--- src/rtl/csel_pkg.sv ---
package csel_pkg;
   localparam int ADDR_W     = 16;
   localparam int PORTA_W    = 8;
   localparam int PORTB_W    = 8;
   localparam int PORTC_W    = 7;
   localparam int PAGE_W     = 4;
   localparam int VEC_W      = ADDR_W + PORTA_W + PORTB_W + PORTC_W + PAGE_W + 2;
   localparam int RD_BIT     = VEC_W - 2;
   localparam int RST_BIT    = VEC_W - 1;
   localparam int NUM_TERMS  = 13;
   localparam int TERM_IDX_W = $clog2(NUM_TERMS);
   localparam int NUM_SEL    = 12;
   // select vector positions
   localparam int SEL_RAM    = 8;
   localparam int SEL_WIN    = 9;
   localparam int SEL_PER0   = 10;
   // term positions
   localparam int T_MEM7B    = 8;
   localparam int T_RAM      = 9;
   localparam int T_WIN      = 10;
   localparam int T_PER0     = 11;

   typedef logic [VEC_W-1:0] dvec_t;

   typedef struct packed {
      dvec_t value;
      dvec_t mask;
   } term_t;
endpackage

--- src/rtl/csel_term_bank.sv ---
module csel_term_bank
   import csel_pkg::*;
#(
   parameter int TERMS = NUM_TERMS,
   parameter int IDX_W = TERM_IDX_W
) (
   input  logic             clk,
   input  logic             rst_n,
   input  logic             cfg_we,
   input  logic [IDX_W-1:0] cfg_idx,
   input  dvec_t            cfg_value,
   input  dvec_t            cfg_mask,
   input  dvec_t            eval_vec,
   output logic [TERMS-1:0] hit
);
   if (TERMS > (1 << IDX_W)) begin : g_bad_idx
      $error("csel_term_bank: index width too small for term count");
   end

   for (genvar i = 0; i < TERMS; i++) begin : g_term
      term_t store_q;

      always_ff @(posedge clk or negedge rst_n) begin
         if (!rst_n) begin
            store_q <= '0;
         end else if (cfg_we && (cfg_idx == IDX_W'(i))) begin
            store_q.value <= cfg_value;
            store_q.mask  <= cfg_mask;
         end
      end

      always_comb begin
         hit[i] = (|store_q.mask) &&
                  (((eval_vec ^ store_q.value) & store_q.mask) == '0);
      end
   end
endmodule

--- src/rtl/csel_idle_mon.sv ---
module csel_idle_mon
   import csel_pkg::*;
#(
   parameter int IDLE_CYCLES = 8
) (
   input  logic  clk,
   input  logic  rst_n,
   input  logic  turbo_en,
   input  dvec_t cur_vec,
   output dvec_t prev_vec,
   output logic  standby
);
   localparam int CNT_W = $clog2(IDLE_CYCLES + 1);
   localparam logic [CNT_W-1:0] CNT_TOP = CNT_W'(IDLE_CYCLES);

   if (IDLE_CYCLES < 1) begin : g_bad_idle
      $error("csel_idle_mon: IDLE_CYCLES must be at least 1");
   end

   logic [CNT_W-1:0] idle_cnt_q;
   logic             changed;

   assign changed = (cur_vec != prev_vec);

   always_ff @(posedge clk or negedge rst_n) begin
      if (!rst_n) begin
         prev_vec   <= '0;
         idle_cnt_q <= '0;
      end else begin
         prev_vec <= cur_vec;
         if (changed) begin
            idle_cnt_q <= '0;
         end else if (idle_cnt_q != CNT_TOP) begin
            idle_cnt_q <= idle_cnt_q + 1'b1;
         end
      end
   end

   assign standby = !turbo_en && (idle_cnt_q == CNT_TOP);

   AST_IDLE_RESTART: assert property (@(posedge clk) disable iff (!rst_n)
      changed |=> (idle_cnt_q == '0));
endmodule

--- src/rtl/csel_reg_subdec.sv ---
module csel_reg_subdec #(
   parameter int REG_COUNT = 16
) (
   input  logic                 win_sel,
   input  logic [7:0]           offset,
   output logic [REG_COUNT-1:0] strobe
);
   if (REG_COUNT < 1 || REG_COUNT > 256) begin : g_bad_count
      $error("csel_reg_subdec: REG_COUNT must be 1..256");
   end

   for (genvar i = 0; i < REG_COUNT; i++) begin : g_reg
      assign strobe[i] = win_sel && (offset == 8'(i));
   end
endmodule

--- src/rtl/csel_decode_array.sv ---
module csel_decode_array
   import csel_pkg::*;
#(
   parameter int IDLE_CYCLES = 8,
   parameter int REG_COUNT   = 16
) (
   input  logic                  clk,
   input  logic                  rst_n,
   input  logic                  cfg_we,
   input  logic [3:0]            cfg_idx,
   input  logic [44:0]           cfg_value,
   input  logic [44:0]           cfg_mask,
   input  logic                  turbo_en,
   input  logic                  wide_addr_mode,
   input  logic [19:0]           bus_addr,
   input  logic [7:0]            port_a,
   input  logic [7:0]            port_b,
   input  logic [6:0]            port_c_pins,
   input  logic [3:0]            page_reg,
   input  logic                  rd_strobe,
   input  logic                  reset_pin,
   output logic [7:0]            mem_sel,
   output logic                  ram_sel,
   output logic                  regwin_sel,
   output logic [1:0]            periph_sel,
   output logic [REG_COUNT-1:0]  reg_strobe,
   output logic                  overlap,
   output logic                  asleep
);
   if (VEC_W != 45 || TERM_IDX_W != 4) begin : g_bad_pkg
      $error("csel_decode_array: package widths do not match port widths");
   end

   logic [ADDR_W-1:0]    addr_field;
   dvec_t                cur_vec;
   dvec_t                prev_vec;
   dvec_t                eval_vec;
   logic                 standby;
   logic [NUM_TERMS-1:0] hit;
   logic [NUM_SEL-1:0]   sel_d;
   logic [NUM_SEL-1:0]   sel_q;
   logic [REG_COUNT-1:0] strobe_d;
   logic [REG_COUNT-1:0] strobe_q;
   logic                 overlap_q;

   // address source picked by bus mode
   assign addr_field = wide_addr_mode ? bus_addr[19:4] : bus_addr[ADDR_W-1:0];
   assign cur_vec    = {reset_pin, rd_strobe, page_reg, port_c_pins,
                        port_b, port_a, addr_field};

   csel_idle_mon #(.IDLE_CYCLES(IDLE_CYCLES)) idle_i (
      .clk      (clk),
      .rst_n    (rst_n),
      .turbo_en (turbo_en),
      .cur_vec  (cur_vec),
      .prev_vec (prev_vec),
      .standby  (standby)
   );

   // turbo evaluates the live inputs, low-power mode one stage behind
   assign eval_vec = turbo_en ? cur_vec : prev_vec;

   csel_term_bank #(.TERMS(NUM_TERMS), .IDX_W(TERM_IDX_W)) bank_i (
      .clk       (clk),
      .rst_n     (rst_n),
      .cfg_we    (cfg_we),
      .cfg_idx   (cfg_idx),
      .cfg_value (cfg_value),
      .cfg_mask  (cfg_mask),
      .eval_vec  (eval_vec),
      .hit       (hit)
   );

   always_comb begin
      sel_d = '0;
      if (!eval_vec[RST_BIT]) begin
         sel_d[6:0]      = hit[6:0];
         sel_d[7]        = hit[7] | hit[T_MEM7B];
         sel_d[SEL_RAM]  = hit[T_RAM];
         sel_d[SEL_WIN]  = hit[T_WIN];
         sel_d[SEL_PER0 +: 2] = hit[T_PER0 +: 2];
      end
   end

   csel_reg_subdec #(.REG_COUNT(REG_COUNT)) subdec_i (
      .win_sel (sel_d[SEL_WIN]),
      .offset  (eval_vec[7:0]),
      .strobe  (strobe_d)
   );

   always_ff @(posedge clk or negedge rst_n) begin
      if (!rst_n) begin
         sel_q     <= '0;
         strobe_q  <= '0;
         overlap_q <= 1'b0;
      end else if (!standby) begin
         sel_q     <= sel_d;
         strobe_q  <= strobe_d;
         overlap_q <= ($countones(sel_d) > 1);
      end
   end

   assign mem_sel    = sel_q[7:0];
   assign ram_sel    = sel_q[SEL_RAM];
   assign regwin_sel = sel_q[SEL_WIN];
   assign periph_sel = sel_q[SEL_PER0 +: 2];
   assign reg_strobe = strobe_q;
   assign overlap    = overlap_q;
   assign asleep     = standby;

   AST_RST_FORCES_LOW: assert property (@(posedge clk) disable iff (!rst_n)
      (!standby && eval_vec[RST_BIT]) |=> (sel_q == '0 && strobe_q == '0));
   AST_HOLD_IN_STANDBY: assert property (@(posedge clk) disable iff (!rst_n)
      standby |=> ($stable(sel_q) && $stable(strobe_q)));
   AST_STROBE_ONEHOT: assert property (@(posedge clk) disable iff (!rst_n)
      $onehot0(strobe_q));
   AST_STROBE_IN_WINDOW: assert property (@(posedge clk) disable iff (!rst_n)
      (|strobe_q) |-> sel_q[SEL_WIN]);
   AST_OVERLAP_FLAG: assert property (@(posedge clk) disable iff (!rst_n)
      overlap_q |-> ($countones(sel_q) >= 2));
   AST_MEM7_SECOND_TERM: assert property (@(posedge clk) disable iff (!rst_n)
      (!standby && !eval_vec[RST_BIT] && hit[T_MEM7B]) |=> sel_q[7]);
endmodule

--- config.mk ---
export PLATFORM = sky130hd
export DESIGN_NAME = csel_decode_array
export DESIGN_NICKNAME = d
export VERILOG_FILES = /design/src/rtl/csel_pkg.sv /design/src/rtl/csel_term_bank.sv /design/src/rtl/csel_idle_mon.sv /design/src/rtl/csel_reg_subdec.sv /design/src/rtl/csel_decode_array.sv
export SDC_FILE = /design/constraint.sdc
export NUM_CORES = 2
export LEC_CHECK = 0
export ABC_AREA = 0
export BUFFER_PORTS_ARGS = -buffer_cell sky130_fd_sc_hd__buf_2
export CAP_MARGIN = 10
export CORE_MARGIN = 2
export CORE_UTILIZATION = 30
export DETAILED_ROUTE_END_ITERATION = 8
export GPL_TIMING_DRIVEN = 0
export PLACE_DENSITY = 0.54
export SLEW_MARGIN = 0
export SYNTH_ARGS = -nofsm -noshare
export SYNTH_HDL_FRONTEND = slang
export SYNTH_SLANG_ARGS = --single-unit
--- constraint.sdc ---
create_clock -name clk -period 11 [get_ports clk]
set_input_delay 0.55 -clock clk [delete_from_list [all_inputs] [get_ports clk]]
set_output_delay 0.55 -clock clk [all_outputs]
set_load 0.02 [all_outputs]
==> metrics.md <==
| Metric | Value |
|---|---|
| Status | `complete, no violations` |
| CTS tree | `yes` |
| Antenna viol nets, final | `0` |
| Crit path max fanout | `10` |
| Fin. max-slew vios | `0` |
| Sequential Power Share | `0.456` |
| Nets | `4749` |
| Register bit total from synthesis | `1248` |
| Pre-CTS setup slack | `3.185 ns` |
| DP Wirelength | `162.0 mm` |
| Switching part of the total | `0.3067` |
| TNS Setup | `0 ns` |
| Synth Cell Area | `57550 um2` |
| Logic pwr share | `0.208` |
| Critical path class | `in -> reg` |
| Initial core utilization | `0.3023` |
| Post-layout util | `0.3517` |
| Power per cell area | `214.6 nW/um2` |
| Tcrit/Tclk final | `0.6432` |
| Fillers | `18580` |
| Synth Area in Compound Gates | `0.04960` |
| Drt first pass iters | `6` |
| Clock power share | `0.336` |
| GR Util All Layers | `0.2137` |
| Mux share of post-synthesis cell area | `0.2421` |
| Starting DRT DRC Count | `3458` |
| Number of max-cap violations | `0` |
| Largest net degree at the start of global routing | `159` |
| Critical Path RT | `11.63 ns` |
| Via density | `5.249` |
| Tightest Pin Transition | `1.383 ns` |
| Final setup fails | `0` |
| Pint | `9962 uW` |
| Slew HR | `0.07780` |
| Worst Hold Class | `in -> reg` |
| Reg-to-Reg End | `overlap$_DFFE_PN0N_` |
| Tmin final | `7.075 ns` |
| Number of flops mapped to enable cells by yosys | `0` |
| Hold depth | `2` |
| PortBufs | `175` |
| Synth Area in Adders | `0.003740` |
| Die H | `442.0 um` |
| R2R setup slack | `3.97 ns` |
| Max clock buf depth | `3` |
| Ys async rst share | `1.000` |
| Vias in the first global route | `37800` |
| Rows | `160` |
| WL final | `211.8 mm` |
| CTS Sinks | `1248` |
| R2R Path Start | `idle_i.prev_vec[43]$_DFF_PN0_` |
| Number of distinct library cells after synthesis | `54` |
| Leak pwr | `0.02783 uW` |
| CP arrival | `7.71 ns` |
| Worst-skew pair later-pin latency | `0.78 ns` |
| Total grt overflow | `0` |
| CORE AREA | `190400 um2` |
| Die ar. | `195300 um2` |
| Post-synthesis instance total | `4223` |
| Wire length per cell | `29.39 um` |
| Root Buffer | `clkbuf_16` |
| Ports | `178` |
| Post-synth top flop | `dfrtp_1` |
| Post-Syn Area per Cell | `13.63 um2` |
| DRC Markers | `0` |
| Seq/Total Area, Yosys | `0.5427` |
| Worst Skew | `0.02057 ns` |
| Area grow syn2layout | `16.35%` |
| Syn Nets | `4384` |
| First-pass GRT wire length | `297.5 mm` |
| Tot Pwr | `14370 uW` |
| Synth Area in XOR/XNOR | `0.09680` |
| Final WS setup | `3.925 ns` |
| Largest family of logic cells by synthesized area | `multiplexers` |
| Final Hold Viols | `0` |
| TritonCTS Buffers | `138` |
| Setup crit end kind | `flip-flop` |
| Unrepaired setup endpoints after global routing | `false` |
| H-tree depth | `4` |
| VDD IR-drop max | `0.1549 mV` |
| Chip width | `442.0 um` |
| WHS Endpoint | `bank_i.g_term[11].store_q[77]$_DFFE_PN0P_` |
| Max Clk Rate | `141.3 MHz` |
| CP Launch Type | `primary input` |
| NetSw | `4408 uW` |
| FF-to-FF path depth | `18` |
| Routability Congestion | `0.9372` |
| Post-CTS Resized | `0` |
| Post-synthesis simple-gate area fraction | `0.04207` |
| Initial antenna violation count | `13` |
| Worst Hold Launch | `cfg_value[32]` |
| Fraction of layout cells with a size suffix above 1 | `0.3573` |
| Synth Warn # | `0` |
| Clock transition at the registers of the reported paths | `0.06 ns` |
| Vias | `37840` |
[flip-flops by register name, indices dropped and copies added, names as in the netlist]
| name | flops |
|---|---|
| bank_i.g_term.store_q | 1170 |
| idle_i.prev_vec | 45 |
| reg_strobe | 16 |
| sel_q | 12 |
| idle_i.idle_cnt_q | 4 |
| overlap | 1 |
[timing repair]
action,4_1_cts,5_1_grt
endpoints found under the hold margin,63,0
buffers inserted,0,0
hold buffers,30,0
[synthesized netlist by cell type, types with 41 or more instances]
cell / n / area, um2
a221oi_1: 63 / 551.8
a22o_1: 51 / 446.7
a22oi_1: 161 / 1209
clkbuf_1: 218 / 818.3
dfrtp_1: 1248 / 31230
mux2_2: 1170 / 13180
nand2_1: 59 / 221.5
nand4_1: 98 / 613.1
nor2_1: 41 / 153.9
nor4_1: 149 / 932.1
xnor2_1: 416 / 3643
xor2_1: 220 / 1927
[final cells by class]
| cell class | instances | area (um2) | area share |
|---|---|---|---|
| Antenna cell | 2 | 5.005 | 0.00007475 |
| Buffer | 274 | 1219 | 0.01820 |
| Clock buffer | 200 | 4156 | 0.06208 |
| Clock inverter | 48 | 534.3 | 0.007979 |
| Inverter | 28 | 105.1 | 0.001570 |
| Multi-Input combinational cell | 2673 | 25000 | 0.3734 |
| Sequential cell | 1248 | 31230 | 0.4664 |
| Tap cell | 2511 | 3142 | 0.04692 |
| Timing Repair Buffer | 225 | 1563 | 0.02334 |
[critical path: stages]
cell	delay, ns
dlygate4sd3_1	0.53
buf_2	0.14
mux2i_2	0.95
buf_4	0.49
xnor2_1	0.18
a22oi_1	0.21
nand4_1	0.12
nor4_1	0.52
buf_2	0.30
nand4_1	0.37
buf_2	0.34
fa_1	0.49
fa_1	0.54
fa_1	0.43
fa_1	0.50
inv_1	0.04
ha_1	0.20
fa_1	0.48
nor3_1	0.18
a21oi_1	0.09
[metrics by stage]
stage / hold WS [ns] / area, um2 / std cells
6_report: 0.05573 / 66960 / 7209
5_1_grt: 0.06110 / 66950 / 7207
4_1_cts: 0.004929 / 66950 / 7207
3_5_place_dp: 0.4103 / 61960 / 6929
3_3_place_gp: 0.4614 / 61560 / 6909
2_1_floorplan: 0.2544 / 57550 / 4223
[cells by family after synthesis]
kind of cell,count (synthesis)
compound gates,372
fa+ha+maj,13
simple gates,432
mux,1220
flops,1248
buf+inv,302
xor+xnor,636
[power by group through the flow]
stage	clock network (uW)	registers (uW)	logic [uW]
2_1_floorplan	0	6250	2020
3_3_place_gp	0	6560	2890
3_5_place_dp	0	6590	2940
4_1_cts	4910	6510	2970
5_1_grt	5080	6660	3200
6_report	4830	6550	2990
[how the worst max path moves through the flow]
| stage | endpoint | slack (ns) | cells past startpoint | start |
|---|---|---|---|---|
| after floorplan | overlap$_DFFE_PN0N_ | 5.40 | 19 | turbo_en |
| after global placement | idle_i.prev_vec[32]$_DFF_PN0_ | -19.32 | 1 | rst_n |
| after detailed placement | overlap$_DFFE_PN0N_ | 3.18 | 19 | turbo_en |
| after CTS | overlap$_DFFE_PN0N_ | 4.03 | 19 | turbo_en |
| after global routing | overlap$_DFFE_PN0N_ | 3.76 | 20 | rd_strobe |
| final | overlap$_DFFE_PN0N_ | 3.92 | 20 | rd_strobe |
[metal layers]
metal  GRT usage  part of all wire  routed length (um)
met5           0           0.00025                  52
met4     0.06404             0.029                6174
met3     0.04218             0.064               13650
met2      0.3470              0.47               99840
met1      0.2873              0.43               92120
[cells in the final DEF (no fill, tap or decap), drive strengths merged, types with 19 or more instances in the layout]
| cell type | count |
|---|---|
| dfrtp | 1248 |
| a22oi | 161 |
| a22o | 51 |
| mux2i | 47 |
| a21oi | 23 |
| nor4 | 149 |
| mux2 | 1173 |
| a221oi | 63 |
| xnor2 | 416 |
| nand4 | 98 |
| nand2 | 59 |
| inv | 34 |
| nor2 | 42 |
| nor3 | 19 |
| buf | 251 |
| clkbuf | 418 |
| clkinv | 32 |
| o21ai | 29 |
| nand3 | 26 |
| dlygate4sd3 | 30 |
| xor2 | 220 |
Note: power is estimated with default switching activity, not from simulation.
